<file path="src/rtl/wdsp_pkg.sv">
package wdsp_pkg;
  localparam int CTL_W = 8;
  localparam int SEL_W = 3;

  // Field order is the bit order of the control register, msb first.
  typedef struct packed {
    logic             pullup_off;
    logic             int_rise;
    logic             tsrc_pin;
    logic             tedge_fall;
    logic             to_wdt;
    logic [SEL_W-1:0] ratio;
  } ctl_t;

  localparam logic [CTL_W-1:0] CTL_RESET = '1;

  // Which divider tap feeds the selected consumer.
  function automatic int unsigned tap_of(input logic [SEL_W-1:0] ratio,
                                         input logic to_wdt);
    return to_wdt ? 32'(ratio) : 32'(ratio) + 32'd1;
  endfunction

  // Input events per output pulse of the divider.
  function automatic int unsigned events_per_output(input logic [SEL_W-1:0] ratio,
                                                    input logic to_wdt);
    return 32'd1 << tap_of(ratio, to_wdt);
  endfunction
endpackage

</file>
<file path="src/rtl/wdsp_base_cnt.sv">
module wdsp_base_cnt #(
  parameter int W = 8
) (
  input  logic clk,
  input  logic rst_n,
  input  logic en,
  input  logic tick,
  input  logic clr,
  output logic ovf
);
  localparam logic [W-1:0] TOP = '1;

  logic [W-1:0] cnt;
  logic         step;

  assign step = en & tick;
  assign ovf  = step & (cnt == TOP);

  always_ff @(posedge clk or negedge rst_n) begin
    if (!rst_n)    cnt <= '0;
    else if (clr)  cnt <= '0;
    else if (step) cnt <= cnt + W'(1);
  end

  p_clear_zero_r6: assert property (@(posedge clk) disable iff (!rst_n)
    clr |=> cnt == '0);

  p_hold_disabled_r2: assert property (@(posedge clk) disable iff (!rst_n)
    (!en && !clr) |=> $stable(cnt));
endmodule

</file>
<file path="src/rtl/wdsp_prescaler.sv">
module wdsp_prescaler import wdsp_pkg::*; #(
  parameter int W = 8
) (
  input  logic             clk,
  input  logic             rst_n,
  input  logic             evt,
  input  logic             clr,
  input  logic [SEL_W-1:0] ratio,
  input  logic             to_wdt,
  output logic [W-1:0]     cnt,
  output logic             hit
);
  localparam int NTAP = W + 1;
  localparam int IW   = $clog2(NTAP);

  logic [NTAP-1:0] taps;
  logic [IW-1:0]   tap_idx;

  // tap k is high when the low k bits are all ones
  assign taps[0] = 1'b1;
  for (genvar k = 1; k < NTAP; k++) begin : g_tap
    assign taps[k] = &cnt[k-1:0];
  end

  assign tap_idx = IW'(tap_of(ratio, to_wdt));
  assign hit     = evt & taps[tap_idx];

  always_ff @(posedge clk or negedge rst_n) begin
    if (!rst_n)   cnt <= '0;
    else if (clr) cnt <= '0;
    else if (evt) cnt <= cnt + W'(1);
  end

  p_clear_zero_r10: assert property (@(posedge clk) disable iff (!rst_n)
    clr |=> cnt == '0);
endmodule

</file>
<file path="src/rtl/wdsp_tsrc.sv">
module wdsp_tsrc (
  input  logic clk,
  input  logic rst_n,
  input  logic pin,
  input  logic use_pin,
  input  logic on_fall,
  input  logic run,
  output logic evt
);
  logic pin_q;
  logic rise;
  logic fall;

  always_ff @(posedge clk or negedge rst_n) begin
    if (!rst_n) pin_q <= 1'b0;
    else        pin_q <= pin;
  end

  assign rise = pin & ~pin_q;
  assign fall = ~pin & pin_q;
  assign evt  = use_pin ? (on_fall ? fall : rise) : run;
endmodule

</file>
<file path="src/rtl/wdsp_ctl_flags.sv">
module wdsp_ctl_flags import wdsp_pkg::*; (
  input  logic             clk,
  input  logic             rst_n,
  input  logic             wdt_en,
  input  logic             ctl_wr,
  input  logic [CTL_W-1:0] ctl_wdata,
  input  logic             sleep_stb,
  input  logic             clrwd_stb,
  input  logic             tmo_raw,
  output ctl_t             ctl,
  output logic             clk_en,
  output logic             pwrdn_n,
  output logic             tmo_n,
  output logic             wdt_rst,
  output logic             clr_take,
  output logic             wd_fire,
  output logic             assign_chg
);
  ctl_t wdata_s;
  logic wr_take;
  logic sleep_take;
  logic tmo_evt;
  logic wake;

  assign wdata_s    = ctl_t'(ctl_wdata);
  assign wr_take    = ctl_wr & clk_en;
  assign sleep_take = sleep_stb & clk_en;
  assign clr_take   = (clrwd_stb & clk_en) | sleep_take;
  // a clear in the expiry cycle cancels the expiry
  assign tmo_evt    = tmo_raw & wdt_en & ~clr_take;
  assign wd_fire    = tmo_evt & clk_en;
  assign wake       = tmo_evt & ~clk_en;
  assign assign_chg = wr_take & (wdata_s.to_wdt != ctl.to_wdt);

  always_ff @(posedge clk or negedge rst_n) begin
    if (!rst_n)       ctl <= ctl_t'(CTL_RESET);
    else if (wd_fire) ctl <= ctl_t'(CTL_RESET);
    else if (wr_take) ctl <= wdata_s;
  end

  always_ff @(posedge clk or negedge rst_n) begin
    if (!rst_n) begin
      clk_en  <= 1'b1;
      pwrdn_n <= 1'b1;
      tmo_n   <= 1'b1;
      wdt_rst <= 1'b0;
    end else begin
      wdt_rst <= wd_fire;
      if (sleep_take) begin
        clk_en  <= 1'b0;
        pwrdn_n <= 1'b0;
        tmo_n   <= 1'b1;
      end else if (clr_take) begin
        pwrdn_n <= 1'b1;
        tmo_n   <= 1'b1;
      end else if (tmo_evt) begin
        tmo_n <= 1'b0;
        if (wake) clk_en <= 1'b1;
      end
    end
  end

  p_sleep_flags_r7: assert property (@(posedge clk) disable iff (!rst_n)
    sleep_take |=> (!clk_en && !pwrdn_n && tmo_n));

  p_clear_flags_r6: assert property (@(posedge clk) disable iff (!rst_n)
    (clr_take && !sleep_take) |=> (pwrdn_n && tmo_n));

  p_wake_no_reset_r8: assert property (@(posedge clk) disable iff (!rst_n)
    wake |=> (clk_en && !wdt_rst && !tmo_n && !pwrdn_n));

  p_reset_one_cycle_r9: assert property (@(posedge clk) disable iff (!rst_n)
    wdt_rst |=> !wdt_rst);

  p_ctl_reload_r9: assert property (@(posedge clk) disable iff (!rst_n)
    wd_fire |=> ctl == CTL_RESET);

  p_asleep_frozen_r11: assert property (@(posedge clk) disable iff (!rst_n)
    !clk_en |=> $stable(ctl));
endmodule

</file>
<file path="src/rtl/wdog_shared_prescaler.sv">
module wdog_shared_prescaler import wdsp_pkg::*; #(
  parameter int BASE_W = 8,
  parameter int PRE_W  = 8
) (
  input  logic             clk,
  input  logic             rst_n,
  input  logic             wdt_en,
  input  logic             osc_tick,
  input  logic             tmr_pin,
  input  logic             ctl_wr,
  input  logic [CTL_W-1:0] ctl_wdata,
  input  logic             sleep_stb,
  input  logic             clrwd_stb,
  output logic [CTL_W-1:0] ctl_q,
  output logic             tmr_tick,
  output logic             clk_en,
  output logic             pwrdn_n,
  output logic             tmo_n,
  output logic             wdt_rst
);
  ctl_t             ctl;
  logic             clr_take;
  logic             wd_fire;
  logic             assign_chg;
  logic             base_ovf;
  logic             tsrc_evt;
  logic             presc_evt;
  logic             presc_clr;
  logic             presc_hit;
  logic [PRE_W-1:0] presc_cnt;
  logic             tmo_raw;

  assign ctl_q = ctl;

  wdsp_ctl_flags u_ctl (
    .clk        (clk),
    .rst_n      (rst_n),
    .wdt_en     (wdt_en),
    .ctl_wr     (ctl_wr),
    .ctl_wdata  (ctl_wdata),
    .sleep_stb  (sleep_stb),
    .clrwd_stb  (clrwd_stb),
    .tmo_raw    (tmo_raw),
    .ctl        (ctl),
    .clk_en     (clk_en),
    .pwrdn_n    (pwrdn_n),
    .tmo_n      (tmo_n),
    .wdt_rst    (wdt_rst),
    .clr_take   (clr_take),
    .wd_fire    (wd_fire),
    .assign_chg (assign_chg)
  );

  wdsp_base_cnt #(.W(BASE_W)) u_base (
    .clk   (clk),
    .rst_n (rst_n),
    .en    (wdt_en),
    .tick  (osc_tick),
    .clr   (clr_take | wd_fire),
    .ovf   (base_ovf)
  );

  wdsp_tsrc u_tsrc (
    .clk     (clk),
    .rst_n   (rst_n),
    .pin     (tmr_pin),
    .use_pin (ctl.tsrc_pin),
    .on_fall (ctl.tedge_fall),
    .run     (clk_en),
    .evt     (tsrc_evt)
  );

  // one divider, steered by the assignment bit
  assign presc_evt = ctl.to_wdt ? base_ovf : tsrc_evt;
  assign presc_clr = (clr_take & ctl.to_wdt) | assign_chg | wd_fire;

  wdsp_prescaler #(.W(PRE_W)) u_presc (
    .clk    (clk),
    .rst_n  (rst_n),
    .evt    (presc_evt),
    .clr    (presc_clr),
    .ratio  (ctl.ratio),
    .to_wdt (ctl.to_wdt),
    .cnt    (presc_cnt),
    .hit    (presc_hit)
  );

  assign tmo_raw = ctl.to_wdt ? presc_hit : base_ovf;

  always_ff @(posedge clk or negedge rst_n) begin
    if (!rst_n) tmr_tick <= 1'b0;
    else        tmr_tick <= ctl.to_wdt ? tsrc_evt : presc_hit;
  end

  p_disabled_quiet_r2: assert property (@(posedge clk) disable iff (!rst_n)
    !wdt_en |=> !wdt_rst);

  p_assign_switch_clear_r10: assert property (@(posedge clk) disable iff (!rst_n)
    assign_chg |=> presc_cnt == '0);

  p_timer_bypass_r4: assert property (@(posedge clk) disable iff (!rst_n)
    (ctl.to_wdt && tsrc_evt) |=> tmr_tick);
endmodule

</file>
<file path="config.mk">
export PLATFORM = sky130hd
export DESIGN_NAME = wdog_shared_prescaler
export DESIGN_NICKNAME = d
export VERILOG_FILES = /design/src/rtl/wdsp_pkg.sv /design/src/rtl/wdsp_base_cnt.sv /design/src/rtl/wdsp_prescaler.sv /design/src/rtl/wdsp_tsrc.sv /design/src/rtl/wdsp_ctl_flags.sv /design/src/rtl/wdog_shared_prescaler.sv
export SDC_FILE = /design/constraint.sdc
export NUM_CORES = 1
export LEC_CHECK = 0
export ABC_AREA = 1
export BUFFER_PORTS_ARGS = -buffer_cell sky130_fd_sc_hd__buf_2
export CAP_MARGIN = 10
export CORE_UTILIZATION = 58
export CTS_BUF_LIST = sky130_fd_sc_hd__clkbuf_4
export DETAILED_ROUTE_END_ITERATION = 8
export PLACE_DENSITY = 0.82
export SYNTH_ARGS = -nofsm -noshare
export SYNTH_HDL_FRONTEND = slang
export SYNTH_HIERARCHICAL = 1
export SYNTH_SLANG_ARGS = --single-unit
</file>
<file path="constraint.sdc">
create_clock -name clk -period 2.9 [get_ports clk]
set_input_delay 0.435 -clock clk [delete_from_list [all_inputs] [get_ports clk]]
set_output_delay 0.435 -clock clk [all_outputs]
set_load 0.01 [all_outputs]
</file>
==> results of run 1 <==
-- sequential cells by signal, summed over array words and instances, names as in the netlist --
register	flops
u_ctl/pwrdn_n	1
tmr_tick	1
u_ctl/wdt_rst	1
u_presc/cnt	8
u_base/cnt	8
u_ctl/tmo_n	1
u_ctl/ctl	8
u_tsrc/pin_q	1
u_ctl/clk_en	1
-- power by group through the flow --
| stage | clock [mW] | sequential [mW] | combinational, mW |
|---|---|---|---|
| 2_1_floorplan | 0 | 0.707 | 0.454 |
| 3_3_place_gp | 0 | 0.693 | 0.659 |
| 3_5_place_dp | 0 | 0.698 | 0.670 |
| 4_1_cts | 0.270 | 0.689 | 0.674 |
| 5_1_grt | 0.283 | 0.693 | 0.892 |
| 6_report | 0.260 | 0.676 | 0.777 |
-- synth_stat cells, drive strengths merged --
| master | instances | area [sq um] |
|---|---|---|
| o211ai | 1 | 7.51 |
| a31oi | 1 | 6.26 |
| dfrtp | 19 | 475 |
| nor3 | 4 | 20.0 |
| nand4 | 2 | 18.8 |
| nand2 | 97 | 384 |
| buf | 2 | 15.0 |
| a21oi | 7 | 35.0 |
| or2 | 1 | 6.26 |
| o21ai | 9 | 45.0 |
| inv | 50 | 188 |
| dfstp | 11 | 289 |
| a21boi | 1 | 7.51 |
| nor2 | 22 | 95.1 |
| nand3 | 30 | 155 |
| ha | 5 | 62.6 |
-- kinds of logic (layout without fill, tap and decap cells) --
group,count (synthesis),after routing,share of synthesized area
AND/OR/NAND/NOR,156,156,0.375
adder cells (fa/ha/maj),5,5,0.0346
flip-flops,30,30,0.422
AO/OA/AOI/OAI,19,19,0.0560
buffers and inverters,52,100,0.112
-- worst register-to-register path: cells and delay by family (launching register included) --
| family | cells | cell delay (ns) |
|---|---|---|
| buffers and inverters | 4 | 0.32 |
| DFF | 1 | 0.40 |
| adders and majority gates | 2 | 0.34 |
| AOI/OAI and AO/OA | 2 | 0.16 |
| and+or+nand+nor | 17 | 1.43 |
-- routing by layer --
layer,vias to the layer above,track usage
met1,773,0.304
li1,901,-
met3,9,0.0536
met4,0,0.102
met5,-,0
met2,48,0.396
-- worst max path at each step --
| stage | slack, ns | startpoint | to |
|---|---|---|---|
| CTS | 0.11 | u_base/cnt[1] | u_presc/cnt[5] |
| global route | -0.08 | u_presc/cnt[1] | u_presc/cnt[5] |
| floorplan | 0.26 | u_ctl/ctl[0] | u_presc/cnt[5] |
| global placement | 0.23 | u_ctl/ctl[0] | u_presc/cnt[5] |
| detailed placement | 0.12 | u_ctl/ctl[0] | u_presc/cnt[5] |
| finish | 0.14 | u_presc/cnt[1] | u_presc/cnt[5] |
-- cell usage in the layout (no fill, tap or decap) --
cell type / n
dfrtp_1: 19
nand2_1: 86
buf_4: 14
nand2_2: 11
inv_1: 46
nor3_1: 4
o21ai_1: 3
nor2_4: 1
clkbuf_4: 8
dfstp_2: 11
inv_2: 4
nand4_1: 1
o211ai_1: 1
a31oi_1: 1
a21boi_0: 1
nor2_1: 17
nor2_2: 4
ha_2: 1
a21oi_1: 7
nand3_1: 29
nand3_2: 1
o21ai_0: 6
nand4_4: 1
buf_2: 28
or2_1: 1
ha_1: 4
-- cell type report --
cell class,count,area share
Clock buffer,8,0.0278
Tap cell,31,0.0179
Multi-Input combinational cell,180,0.401
Inverter,50,0.0868
Sequential cell,30,0.353
Timing Repair Buffer,42,0.113
-- through the flow --
stage | cells | area [sq um] | utilization | hold WS [ns]
after global placement | 323 | 2000 | 0.703 | 0.470
after detailed placement | 323 | 2000 | 0.703 | 0.461
after floorplan | 262 | 1810 | - | 0.139
after global routing | 341 | 2160 | 0.758 | 0.164
final | 341 | 2160 | 0.758 | 0.122
after CTS | 331 | 2060 | 0.724 | 0.136
-- repair_timing --
item                                    in CTS  in global routing
buffers inserted                             0                 10
gates resized for setup                      0                  8
endpoints found under the setup margin       0                  8
==> results.sh, run 1 <==
export IMPL_multiInputGateArea_sq_um=867
export IMPL_endpoint_kind="flop"
export IMPL_hp_class="primary input to async pin"
export IMPL_p_int_mw=1.02
export IMPL_synth_seq_area_share=0.422
export IMPL_initial_utilization=0.635
export IMPL_period_needed_ns=2.76
export IMPL_power_switching_mw=0.692
export IMPL_fillers=223
export IMPL_wl_per_cell_microns=11.1
export IMPL_cp_slowest_cell="dfrtp_1"
export IMPL_critPathMaxStageDelay_ns=0.40
export IMPL_overflow=0
export IMPL_crit_path_start_kind="flop"
export IMPL_ir_drop_mv=0.527
export IMPL_grt_pass1_wl_mm=6.11
export IMPL_ant_nets=0
export IMPL_cp_max_fo=4
export IMPL_cp_top_family="simple AND/OR/NAND/NOR gates"
export IMPL_p_seq_frac=0.395
export IMPL_die_area_sq_mm=0.00335
export IMPL_cap_violations=0
export IMPL_ys_types=23
export IMPL_maxSlewViolCount=0
export IMPL_antenna_cells=0
export IMPL_max_freq_mhz=362
export IMPL_regArea_sq_um=764
export IMPL_hold_violations=0
export IMPL_wl_met1_mm=1.72
export IMPL_grt_pass1_vias=1503
export IMPL_clk_pin_slew_ns=0.10
export IMPL_tns_ns=0
export IMPL_route_met2_wl_mm=1.83
export IMPL_antenna_found_initial=0
export IMPL_dr_pass1_iters=4
export IMPL_layout_nets=330
export IMPL_worstSkewPairLatency_ns=0.33
export IMPL_rr_worst_depth=25
export IMPL_core_area_sq_mm=0.00285
export IMPL_skew_ns=0.0120
export IMPL_crit_required_ns=3.12
export IMPL_relSlewSlack=0.561
export IMPL_setup_ws_ns=0.141
export IMPL_highest_layer="met4"
export IMPL_die_h_microns=57.9
export IMPL_htree_levels=2
export IMPL_cts_buffers=5
export IMPL_syn_area_per_cell_sq_um=6.91
export IMPL_grt_max_degree=31
export IMPL_path_buf_inv=4
export IMPL_pwr_share_clk=0.152
export IMPL_setup_viol=0
export IMPL_cts_tree="built"
export IMPL_crit_type="flop to flop"
export IMPL_syn_area_sq_mm=0.00181
export IMPL_cts_hold_fix_buffers=0
export IMPL_syn_nets=283
export IMPL_drc=0
export IMPL_drt_iter0_markers=96
export IMPL_power_density_mw_per_mm2=792
export IMPL_vias_per_cell=5.08
export IMPL_critPathArrivalTime_ns=2.98
export IMPL_rr_startpoint="u_presc/cnt[1]"
export IMPL_tightest_slew_ns=0.658
export IMPL_crit_cells=25
export IMPL_status="finished, final reports clean"
export IMPL_wl_met3_microns=151
export IMPL_syn_instance_count=262
export IMPL_dpl_hpwl_mm=2.66
export IMPL_grt_use_total=0.240
export IMPL_drt_wl_total_mm=3.78
export IMPL_syn_to_final_growth_pct=19.5
export IMPL_cts_root_buf="clkbuf_4"
export IMPL_io_buffer_count=28
export IMPL_io_pins=29
export IMPL_reg2reg_slack_ns=0.14
export IMPL_placementRows=19
export IMPL_die_w_microns=57.9
export IMPL_post_place_ws_ns=0.118
export IMPL_num_vias=1731
export IMPL_p_leak_nw=1.29
export IMPL_r2r_end="u_presc/cnt[5]"
export IMPL_cts_max_path_buffers=2
export IMPL_ys_ff_latch=30
export IMPL_yosysWarnings=6
export IMPL_cts_sinks=30
export IMPL_totalPowerFinal_mw=1.71
export IMPL_gp_congestion=0.876
export IMPL_post_route_period_util=0.951
export IMPL_combinationalPowerShare=0.454
export IMPL_drive_above_1_share=0.271
export IMPL_switching_share=0.404
Power figures use the tool's default switching activity.
==> inputs of run 2 (changes only) <==
--- a/config.mk
+++ b/config.mk
@@ -8,6 +8,7 @@
 export ABC_AREA = 1
 export BUFFER_PORTS_ARGS = -buffer_cell sky130_fd_sc_hd__buf_2
 export CAP_MARGIN = 10
+export CORE_MARGIN = 3
 export CORE_UTILIZATION = 58
 export CTS_BUF_LIST = sky130_fd_sc_hd__clkbuf_4
 export DETAILED_ROUTE_END_ITERATION = 8
==> run 2 against run 1 <==
Setup slack improved by 0.019 ns. Critical path depth fell by 1. Sequential cell count did not move. Utilization rose by 1.4 points. Routed wire length rose by 8.3%. Final cell count rose by 0.88%. Critical path type unchanged.
==> results.sh, run 2 (synthesized netlist as in run 1, its figures left out) <==
export IMPL_max_freq_mhz=365
export IMPL_reg_top3="u_base/cnt (8), u_ctl/ctl (8), u_presc/cnt (8)"
export IMPL_cts_root_buf="clkbuf_4"
export IMPL_antenna_cells=0
export IMPL_overflow=0
export IMPL_maxSlewViolCount=0
export IMPL_num_vias=1751
export IMPL_io_pins=29
export IMPL_grt_use_total=0.229
export IMPL_die_area_sq_mm=0.00383
export IMPL_crit_required_ns=3.12
export IMPL_drc=0
export IMPL_fin_cells=344
export IMPL_core_area_sq_mm=0.00285
export IMPL_htree_levels=2
export IMPL_syn_to_final_growth_pct=21.7
export IMPL_antenna_found_initial=0
export IMPL_cp_slowest_cell="dfrtp_1"
export IMPL_wl_per_cell_microns=11.9
export IMPL_cp_top_family="simple AND/OR/NAND/NOR gates"
export IMPL_gp_congestion=0.856
export IMPL_critPathMaxStageDelay_ns=0.40
export IMPL_cts_max_path_buffers=2
export IMPL_cpMostUsedCell="nand2_1"
export IMPL_cts_sinks=30
export IMPL_ir_drop_mv=0.490
export IMPL_status="finished, final reports clean"
export IMPL_p_leak_nw=1.30
export IMPL_path_cells="ha_2, nand2_2, nor2_4, nand3_1, nor2_2, nand2_1, nand2_1, nand2_1, nor2_2, nand2_1, nand2_1, nand2_2, nor2_2, nand2_2, inv_2, nor2_1, nand2_1, inv_2, nand2_2, nand4_4, nand2_2, o21ai_1, o21ai_0, inv_1"
export IMPL_io_buffer_count=28
export IMPL_initial_utilization=0.635
export IMPL_crit_path_start_kind="flop"
export IMPL_die_w_microns=61.9
export IMPL_dpl_hpwl_mm=2.79
export IMPL_die_h_microns=61.9
export IMPL_drt_wl_total_mm=4.09
export IMPL_drt_iter0_markers=82
export IMPL_cts_hold_fix_buffers=0
export IMPL_totalPowerFinal_mw=1.74
export IMPL_vias_per_cell=5.09
export IMPL_period_needed_ns=2.74
export IMPL_worstSkewPairLatency_ns=0.34
export IMPL_layout_commonest_cell="nand2_1"
export IMPL_crit_type="flop to flop"
export IMPL_endpoint_kind="flop"
export IMPL_ant_nets=0
export IMPL_dr_pass1_iters=4
export IMPL_relSlewSlack=0.558
export IMPL_post_route_period_util=0.945
export IMPL_layout_common_cells="nand2_1, inv_1, buf_2, nand3_1, dfrtp_1"
export IMPL_setup_viol=0
export IMPL_clk_pin_slew_ns=0.11
export IMPL_dp_cells=323
export IMPL_hold_violations=0
export IMPL_power_density_mw_per_mm2=787
export IMPL_cap_violations=0
export IMPL_hp_class="primary input to async pin"
export IMPL_grt_pass1_vias=1559
export IMPL_placementRows=19
export IMPL_skew_ns=0.0197
export IMPL_cts_tree="built"
export IMPL_critPathArrivalTime_ns=2.96
export IMPL_grt_max_degree=31
export IMPL_tightest_slew_ns=0.664
export IMPL_cts_buffers=5
export IMPL_grt_pass1_wl_mm=6.44
export IMPL_layout_nets=333
export IMPL_cp_max_fo=4
export IMPL_path_buf_inv=3
export IMPL_drive_above_1_share=0.297
-- run 2: cell count changes in the layout (fill, tap and decap cells not counted), sizes merged --
cell    change
buf         +3
clkbuf      -2
clkinv      +2
-- run 2: routing by layer --
metal	GRT usage	vias up	wire length, microns
met4	0.0970	0	65
met2	0.372	37	2040
met1	0.296	803	1810
met5	0	-	0
li1	-	903	-
met3	0.0496	8	177
-- run 2: through the flow --
step / cell area [sq um] / util / hold WS, ns / worst slack (ns) / setup TNS, ns
after detailed placement: 2000 / 0.703 / 0.463 / 0.181 / 0
after global placement: 2000 / 0.703 / 0.472 / 0.213 / 0
after floorplan: 1810 / - / 0.139 / 0.263 / 0
after global routing: 2200 / 0.772 / 0.142 / -0.147 / -0.225
after CTS: 2060 / 0.722 / 0.126 / 0.137 / 0
final: 2200 / 0.772 / 0.114 / 0.160 / 0
-- run 2: worst register-to-register path, stage by stage (launching register included) --
cell and delay (ns):
dfrtp_1 0.40, ha_2 0.20, nand2_2 0.09, nor2_4 0.12
nand3_1 0.10, nor2_2 0.15, nand2_1 0.07, nand2_1 0.09
nand2_1 0.07, nor2_2 0.10, nand2_1 0.06, nand2_1 0.08
nand2_2 0.07, nor2_2 0.10, nand2_2 0.07, inv_2 0.07
nor2_1 0.04, nand2_1 0.12, inv_2 0.06, nand2_2 0.11
nand4_4 0.12, nand2_2 0.11, o21ai_1 0.06, o21ai_0 0.09
inv_1 0.08
-- run 2: cell type report --
class                           count  area, sq um
Tap cell                           31         38.8
Clock buffer                        6         45.0
Inverter                           50          188
Clock inverter                      2         10.0
Timing Repair Buffer               45          268
Fill cell                         222          649
Sequential cell                    30          766
Multi-Input combinational cell    180          888
-- run 2: path summary, 6_finish.rpt --
check | slack, ns | end | from | cells past startpoint
setup / recovery | 0.16 | u_presc/cnt[5] | u_base/cnt[1] | 24
setup reg to reg | 0.16 | u_presc/cnt[5] | u_base/cnt[1] | 24
hold reg to reg | 0.48 | u_ctl/tmo_n | u_ctl/tmo_n | 2
min in group clk | 0.24 | u_tsrc/pin_q | tmr_pin | 1
hold / removal | 0.11 | u_base/cnt[1] | rst_n | 1
max in group asynchronous | 2.33 | u_presc/cnt[0] | rst_n | 1
-- run 2: report_power, final --
| part | switching (mW) | total, mW | internal (mW) |
|---|---|---|---|
| clock network | 0.147 | 0.249 | 0.101 |
| registers | 0.113 | 0.686 | 0.573 |
| logic | 0.459 | 0.801 | 0.342 |
-- run 2: timing repair --
item                                    in CTS  in global routing
resized for setup                            0                 15
hold endpoints to repair                     0                  0
endpoints found under the setup margin       0                 13
buffers inserted                             0                 13
==> inputs of run 3 (changes only) <==
==> constraint.sdc (replaced) <==
create_clock -name clk -period 2.9 [get_ports clk]
set_input_delay 0.145 -clock clk [delete_from_list [all_inputs] [get_ports clk]]
set_output_delay 0.145 -clock clk [all_outputs]
set_load 0.01 [all_outputs]
==> run 3 against run 2 <==
Combinational power about the same. Clock skew about the same. Sequential cell count is the same. Routed wire length about the same. Register-to-register slack is essentially flat. Maximum frequency increased by 0.29%. Clock-buffer cell count unchanged. Largest cell class unchanged. Highest routed layer unchanged.
==> results.sh, run 3 (synthesized netlist as in run 1, its figures left out) <==
export IMPL_die_h_microns=61.9
export IMPL_period_needed_ns=2.73
export IMPL_drt_iter0_markers=83
export IMPL_drc=0
export IMPL_syn_to_final_growth_pct=22.8
export IMPL_overflow=0
export IMPL_power_switching_mw=0.718
export IMPL_crit_required_ns=3.12
export IMPL_dr_pass1_iters=4
export IMPL_dpl_hpwl_mm=2.79
export IMPL_hold_depth=5
export IMPL_cts_max_path_buffers=2
export IMPL_layout_common_cells="nand2_1, inv_1, buf_2, nand3_1, dfrtp_1"
export IMPL_initial_utilization=0.635
export IMPL_path_buf_inv=3
export IMPL_cts_sinks=30
export IMPL_io_pins=29
export IMPL_status="finished, final reports clean"
export IMPL_relSlewSlack=0.559
export IMPL_die_area_sq_mm=0.00383
export IMPL_hold_violations=0
export IMPL_gp_congestion=0.856
export IMPL_switching_share=0.413
export IMPL_totalPowerFinal_mw=1.74
export IMPL_rr_worst_depth=24
export IMPL_fin_cells=346
export IMPL_combinationalPowerShare=0.462
export IMPL_crit_path_start_kind="flop"
export IMPL_hp_class="primary input to flop"
export IMPL_vias_per_cell=5.07
export IMPL_tns_ns=0
export IMPL_maxSlewViolCount=0
export IMPL_tightest_slew_ns=0.662
export IMPL_cts_buffers=5
export IMPL_layout_nets=335
export IMPL_pwr_share_clk=0.143
export IMPL_placementRows=19
export IMPL_p_leak_nw=1.30
export IMPL_clk_pin_slew_ns=0.11
export IMPL_critPathArrivalTime_ns=2.95
export IMPL_crit_type="flop to flop"
export IMPL_p_seq_frac=0.395
export IMPL_rr_startpoint="u_base/cnt[1]"
export IMPL_htree_levels=2
export IMPL_die_w_microns=61.9
export IMPL_critPathMaxStageDelay_ns=0.40
export IMPL_endpoint_kind="flop"
export IMPL_num_vias=1754
export IMPL_ir_drop_mv=0.490
export IMPL_setup_viol=0
export IMPL_r2r_end="u_presc/cnt[5]"
export IMPL_fillers=220
export IMPL_path_cells="ha_2, nand2_2, nor2_4, nand3_1, nor2_2, nand2_1, nand2_1, nand2_1, nor2_2, nand2_1, nand2_1, nand2_2, nor2_2, nand2_2, inv_2, nor2_1, nand2_1, inv_2, nand2_2, nand4_4, nand2_2, o21ai_1, o21ai_0, inv_1"
export IMPL_drive_above_1_share=0.295
export IMPL_grt_max_degree=31
export IMPL_skew_ns=0.0197
export IMPL_post_place_ws_ns=0.181
export IMPL_ant_nets=0
export IMPL_grt_pass1_vias=1563
export IMPL_max_freq_mhz=366
export IMPL_drt_wl_total_mm=4.10
export IMPL_worstHoldStart="ctl_wdata[4]"
export IMPL_core_area_sq_mm=0.00285
export IMPL_reg2reg_slack_ns=0.17
export IMPL_post_route_period_util=0.942
export IMPL_wl_per_cell_microns=11.8
export IMPL_grt_pass1_wl_mm=6.48
export IMPL_worstSkewPairLatency_ns=0.34
export IMPL_p_int_mw=1.02
export IMPL_cp_slowest_cell="dfrtp_1"
export IMPL_power_density_mw_per_mm2=781
export IMPL_cp_max_fo=4
export IMPL_post_route_util=0.779
export IMPL_cap_violations=0
export IMPL_grt_use_total=0.230
export IMPL_cts_root_buf="clkbuf_4"
export IMPL_min_to="u_ctl/ctl[4]"
export IMPL_cts_tree="built"
export IMPL_dp_cells=323
export IMPL_cp_top_family="simple AND/OR/NAND/NOR gates"
export IMPL_cpMostUsedCell="nand2_1"
export IMPL_antenna_found_initial=0
export IMPL_antenna_cells=0
export IMPL_setup_ws_ns=0.168
export IMPL_io_buffer_count=28
export IMPL_reg_top3="u_base/cnt (8), u_ctl/ctl (8), u_presc/cnt (8)"
export IMPL_layout_commonest_cell="nand2_1"
run 3: timing repair:
| action | CTS | global route |
|---|---|---|
| hold buffers | 2 | 0 |
| resized for setup | 0 | 15 |
| hold endpoints to repair | 20 | 0 |
| setup endpoints to repair | 0 | 13 |
| buffers inserted | 0 | 13 |
run 3: worst max-delay path by stage:
stage | from | end | slack [ns] | cells after the start
floorplan | u_ctl/ctl[0] | u_presc/cnt[5] | 0.26 | 23
global placement | u_ctl/ctl[0] | u_presc/cnt[5] | 0.21 | 23
detailed placement | u_ctl/ctl[0] | u_presc/cnt[5] | 0.18 | 23
CTS | u_ctl/ctl[0] | u_presc/cnt[5] | 0.14 | 23
global route | u_base/cnt[1] | u_presc/cnt[5] | -0.15 | 24
finish | u_base/cnt[1] | u_presc/cnt[5] | 0.17 | 24
run 3: power groups by stage:
stage / Clock [mW] / Sequential, mW / Combinational (mW)
2_1_floorplan: 0 / 0.707 / 0.454
3_3_place_gp: 0 / 0.694 / 0.665
3_5_place_dp: 0 / 0.696 / 0.677
4_1_cts: 0.253 / 0.688 / 0.683
5_1_grt: 0.268 / 0.702 / 0.913
6_report: 0.248 / 0.686 / 0.802
run 3: per-stage QoR:
stage                     cell area (sq um)  hold slack, ns
after global placement                 2000           0.206
final                                  2220          0.0949
after detailed placement               2000           0.209
after global routing                   2220           0.113
after floorplan                        1810          -0.151
after CTS                              2080          0.0865
run 3: cell type report:
type | instances | area [sq um] | area share
sequential | 30 | 766 | 0.344
timing repair buffer | 47 | 288 | 0.129
tap | 31 | 38.8 | 0.0174
inverter | 50 | 188 | 0.0844
multi-input combinational | 180 | 888 | 0.400
clock buffer | 6 | 45.0 | 0.0203
clock inverter | 2 | 10.0 | 0.00450
run 3: worst register-to-register path, delay by kind of cell (launching register included):
kind / cells / cell delay, ns
adders and majority gates: 1 / 0.20
DFF: 1 / 0.40
and+or+nand+nor: 18 / 1.64
AOI/OAI and AO/OA: 2 / 0.15
buffers and inverters: 3 / 0.21
run 3: metal layers:
layer / vias up / track usage / wire length, microns
met5: - / 0 / 0
met4: 0 / 0.0970 / 66
met3: 8 / 0.0496 / 189
met2: 40 / 0.372 / 2010
met1: 796 / 0.300 / 1830
li1: 910 / - / -
